<file path="src/rtl/shreg_pkg.sv">
package shreg_pkg;

   // Control codes as seen on the ctl port; values are part of the interface.
   typedef enum logic [1:0] {
      CODE_RSVD  = 2'd0,
      CODE_HOLD  = 2'd1,
      CODE_DOWN  = 2'd2,
      CODE_UP    = 2'd3
   } shreg_code_e;

   // Decoded per-bit action.
   typedef enum logic [1:0] {
      ACT_KEEP = 2'd0,
      ACT_UP   = 2'd1,
      ACT_DOWN = 2'd2
   } shreg_act_e;

endpackage

</file>
<file path="src/rtl/shreg_decode.sv">
module shreg_decode
   import shreg_pkg::*;
(
   input  logic [1:0] ctl,
   output shreg_act_e act,
   output logic       rsvd
);

   always_comb begin
      act  = ACT_KEEP;
      rsvd = 1'b0;
      case (shreg_code_e'(ctl))
         CODE_UP:   act = ACT_UP;
         CODE_DOWN: act = ACT_DOWN;
         CODE_HOLD: act = ACT_KEEP;
         default: begin
            act  = ACT_KEEP;
            rsvd = 1'b1;
         end
      endcase
   end

endmodule

</file>
<file path="src/rtl/shreg_cell.sv">
module shreg_cell
   import shreg_pkg::*;
(
   input  logic       clk,
   input  logic       rst,
   input  shreg_act_e act,
   input  logic       from_lower,
   input  logic       from_upper,
   output logic       bit_q
);

   always_ff @(posedge clk) begin
      if (rst) begin
         bit_q <= 1'b0;
      end else begin
         case (act)
            ACT_UP:   bit_q <= from_lower;
            ACT_DOWN: bit_q <= from_upper;
            default:  bit_q <= bit_q;
         endcase
      end
   end

endmodule

</file>
<file path="src/rtl/shreg_flag.sv">
module shreg_flag (
   input  logic clk,
   input  logic rst,
   input  logic rsvd,
   output logic flag
);

   always_ff @(posedge clk) begin
      if (rst) flag <= 1'b0;
      else     flag <= rsvd;
   end

endmodule

</file>
<file path="src/rtl/dir_shreg.sv">
module dir_shreg
   import shreg_pkg::*;
#(
   parameter int WIDTH = 4
) (
   input  logic             clk,
   input  logic             rst,
   input  logic [1:0]       ctl,
   input  logic             sin_lo,
   input  logic             sin_hi,
   output logic [WIDTH-1:0] q,
   output logic             bad_code
);

   localparam int MSB = WIDTH - 1;

   generate
      if (WIDTH < 2) begin : g_width_check
         $error("dir_shreg: WIDTH must be at least 2");
      end
   endgenerate

   shreg_act_e act;
   logic       rsvd;

   shreg_decode u_dec (
      .ctl  (ctl),
      .act  (act),
      .rsvd (rsvd)
   );

   shreg_flag u_flag (
      .clk  (clk),
      .rst  (rst),
      .rsvd (rsvd),
      .flag (bad_code)
   );

   genvar i;
   generate
      for (i = 0; i < WIDTH; i++) begin : g_bit
         logic lower_src;
         logic upper_src;
         if (i == 0) begin : g_lo_end
            assign lower_src = sin_lo;
         end else begin : g_lo_mid
            assign lower_src = q[i-1];
         end
         if (i == MSB) begin : g_hi_end
            assign upper_src = sin_hi;
         end else begin : g_hi_mid
            assign upper_src = q[i+1];
         end
         shreg_cell u_cell (
            .clk        (clk),
            .rst        (rst),
            .act        (act),
            .from_lower (lower_src),
            .from_upper (upper_src),
            .bit_q      (q[i])
         );
      end
   endgenerate

endmodule

</file>
<file path="config.mk">
export PLATFORM = sky130hd
export DESIGN_NAME = dir_shreg
export DESIGN_NICKNAME = d
export VERILOG_FILES = /design/src/rtl/shreg_pkg.sv /design/src/rtl/shreg_decode.sv /design/src/rtl/shreg_cell.sv /design/src/rtl/shreg_flag.sv /design/src/rtl/dir_shreg.sv
export SDC_FILE = /design/constraint.sdc
export NUM_CORES = 1
export LEC_CHECK = 0
export ABC_AREA = 1
export BUFFER_PORTS_ARGS = -buffer_cell sky130_fd_sc_hd__buf_2
export CAP_MARGIN = 20
export CORE_AREA = 2 2 39 41
export CTS_CLUSTER_SIZE = 24
export DETAILED_ROUTE_END_ITERATION = 10
export DIE_AREA = 0 0 41 43
export GPL_TIMING_DRIVEN = 0
export PLACE_DENSITY_LB_ADDON = 0.1
export SYNTH_ARGS = -nofsm -noshare
export SYNTH_HDL_FRONTEND = slang
export SYNTH_SLANG_ARGS = --single-unit
export TNS_END_PERCENT = 5
</file>
<file path="constraint.sdc">
create_clock -name clk -period 0.8 [get_ports clk]
set_input_delay 0.12 -clock clk [delete_from_list [all_inputs] [get_ports clk]]
set_output_delay 0.12 -clock clk [all_outputs]
set_load 0.03 [all_outputs]
</file>
==> metrics.txt <==
status complete, but fails checks; failing checks setup timing; worst hold path type in -> reg; vias in the first global route 234; clk sink count 5; Total GRT Usage 8.434%; Synth warnings 0; Peak VDD IR 0.4178 mV; crit-path leading delay family flip-flops; crit-path max cell delay 0.33 ns; commonest cells after routing, fill and taps aside 9 x nand2_1, 5 x dfxtp_2, 5 x buf_6; DR WL/cell 8.623 um; worst endpoint required time 0.68 ns; Max Cap Viol 0; Post-DRT Antenna Nets 0; clock transition at the registers of the reported paths 0.05 ns; Buf/Inv on CP 1; worst path cell trace buf_6; I/O pin cnt 11; pre-CTS setup slack 0.01222 ns; Post-Syn Area 262.8 um2; Chip Width 41 um; final-report hold violation count 0; Slew Limit Fails 0; Clock H-tree levels 1; Worst Max-Slew Pin Slew 0.1422 ns; Core Area 1384 um2; CTS tree built; sequential area share after synthesis 38.10%; most common cell after layout, fill and taps aside nand2_1; Synth Net Count 46; Root Buffer clkbuf_4; Clock Latency Late Sink 0.25 ns; largest net degree at the start of global routing 10; Lkg Pwr 0.0002192 uW; syn avg cell area 6.569 um2; Pre-Repair DR Iteration Count 4; P per Cell Area 1819 nW/um2; final wirelength 595 um; Max clock buf depth 2; # fillers 168; share of cells above drive strength 1 58.49%; I/O Buffers 9; die area 1763 um2; RD Place Congestion 0.6888; worst setup margin -0.02199 ns; Synth Register Bits 5; Final nets 60; Tcrit/Tclk final 102.7%; Worst slew margin 90.45%; antenna cells 0; DRC violations left 0; CP Capture Type output port; Clock Skews 0.003976 ns; cell at the slowest stage of the critical path dfxtp_2; worst-path maximum fanout 2; row count 14; Power Total 753.4 uW; Peak Freq 1.217 GHz; vias 268; Area growth, synth to finish 57.62%; minimum clock period 0.8220 ns; global-route wire length before repair 917 um; Die Ht 43 um; synthesized instance count 40; initial antenna violation count 0; Overflow after GRT 0; Initial Util 18.99%; unrepaired setup endpoints after global routing yes; vias per cell 3.884; Critical Path Start Type register; Synth cell types 9; Crit Path Class reg -> out; WP data arrival 0.70 ns; first-iteration detailed-routing DRC count 7; number of buffers created by CTS 3; endpoints failing setup 4
[registers in the layout (all words and copies together), names as in the netlist]
signal	count
g_bit.u_cell.bit_q	4
u_flag.flag	1
[cells in the mapped netlist]
cell type / count / area [um2]
nor3_1: 1 / 5.000
inv_2: 1 / 3.750
buf_4: 4 / 30.03
dfxtp_1: 5 / 100.1
nor2_1: 8 / 30.03
inv_1: 4 / 15.01
nand2_1: 12 / 45.04
clkbuf_8: 1 / 13.76
nand3_1: 4 / 20.02
[kinds of logic (layout without fill, tap and decap cells)]
group / count (synthesis) / in the layout / share of synthesized area (%)
buffers and inverters: 10 / 23 / 23.81
flip-flops: 5 / 5 / 38.10
AND/OR/NAND/NOR: 25 / 25 / 38.09
[stage by stage]
stage                     instance area, um2  instances  utilization [%]  TNS [ns]  hold WS, ns
after floorplan                        262.8         40                -         0       0.1911
after global placement                 327.8         65            23.69         0       0.3682
after detailed placement               327.8         65            23.69         0       0.3671
after CTS                              391.6         69            28.30   -0.1004      0.09966
after global routing                   414.1         69            29.93   -0.2666       0.1263
final                                  414.1         69            29.93  -0.06500       0.1060
[where the power goes]
part | switching [uW] | internal [uW] | leakage, uW
logic | 92.7 | 81.4 | 0.000161
clock network | 112 | 189 | 0.0000150
registers | 9.74 | 269 | 0.0000430
total | 214 | 539 | 0.000219
[metal layers]
metal,routed length [um],track usage [%],up-vias
li1,-,-,141
met1,264,9.325,113
met2,268,10.63,10
met3,45,3.141,4
met4,17,10.00,0
met5,0,0,-
[timing repair]
item,in CTS,in global routing
resized for setup,15,8
gates cloned,0,0
setup buffers,4,0
pin swaps,0,4
setup endpoints to repair,5,9
endpoints found under the hold margin,0,0
hold buffers,0,0
[layout make-up]
type	count	area [um2]	share of cell area, %
inverters	5	18.77	4.532
flip-flops and latches	5	106.4	25.68
repair buffers	13	106.4	25.68
plain buffers	1	13.76	3.323
well taps	16	20.02	4.834
clock buffers	4	26.28	6.344
multi-input cells	25	122.6	29.61
[final timing paths]
path	from	to	slack (ns)	cells after the start
worst max-delay path	g_bit[1].u_cell.bit_q	q[1]	-0.02	1
worst min register to register	g_bit[0].u_cell.bit_q	g_bit[1].u_cell.bit_q	0.66	5
worst max register to register	g_bit[1].u_cell.bit_q	g_bit[2].u_cell.bit_q	0.03	5
worst min-delay path	rst	u_flag.flag	0.11	2
Note: power is estimated with default switching activity, not from simulation.
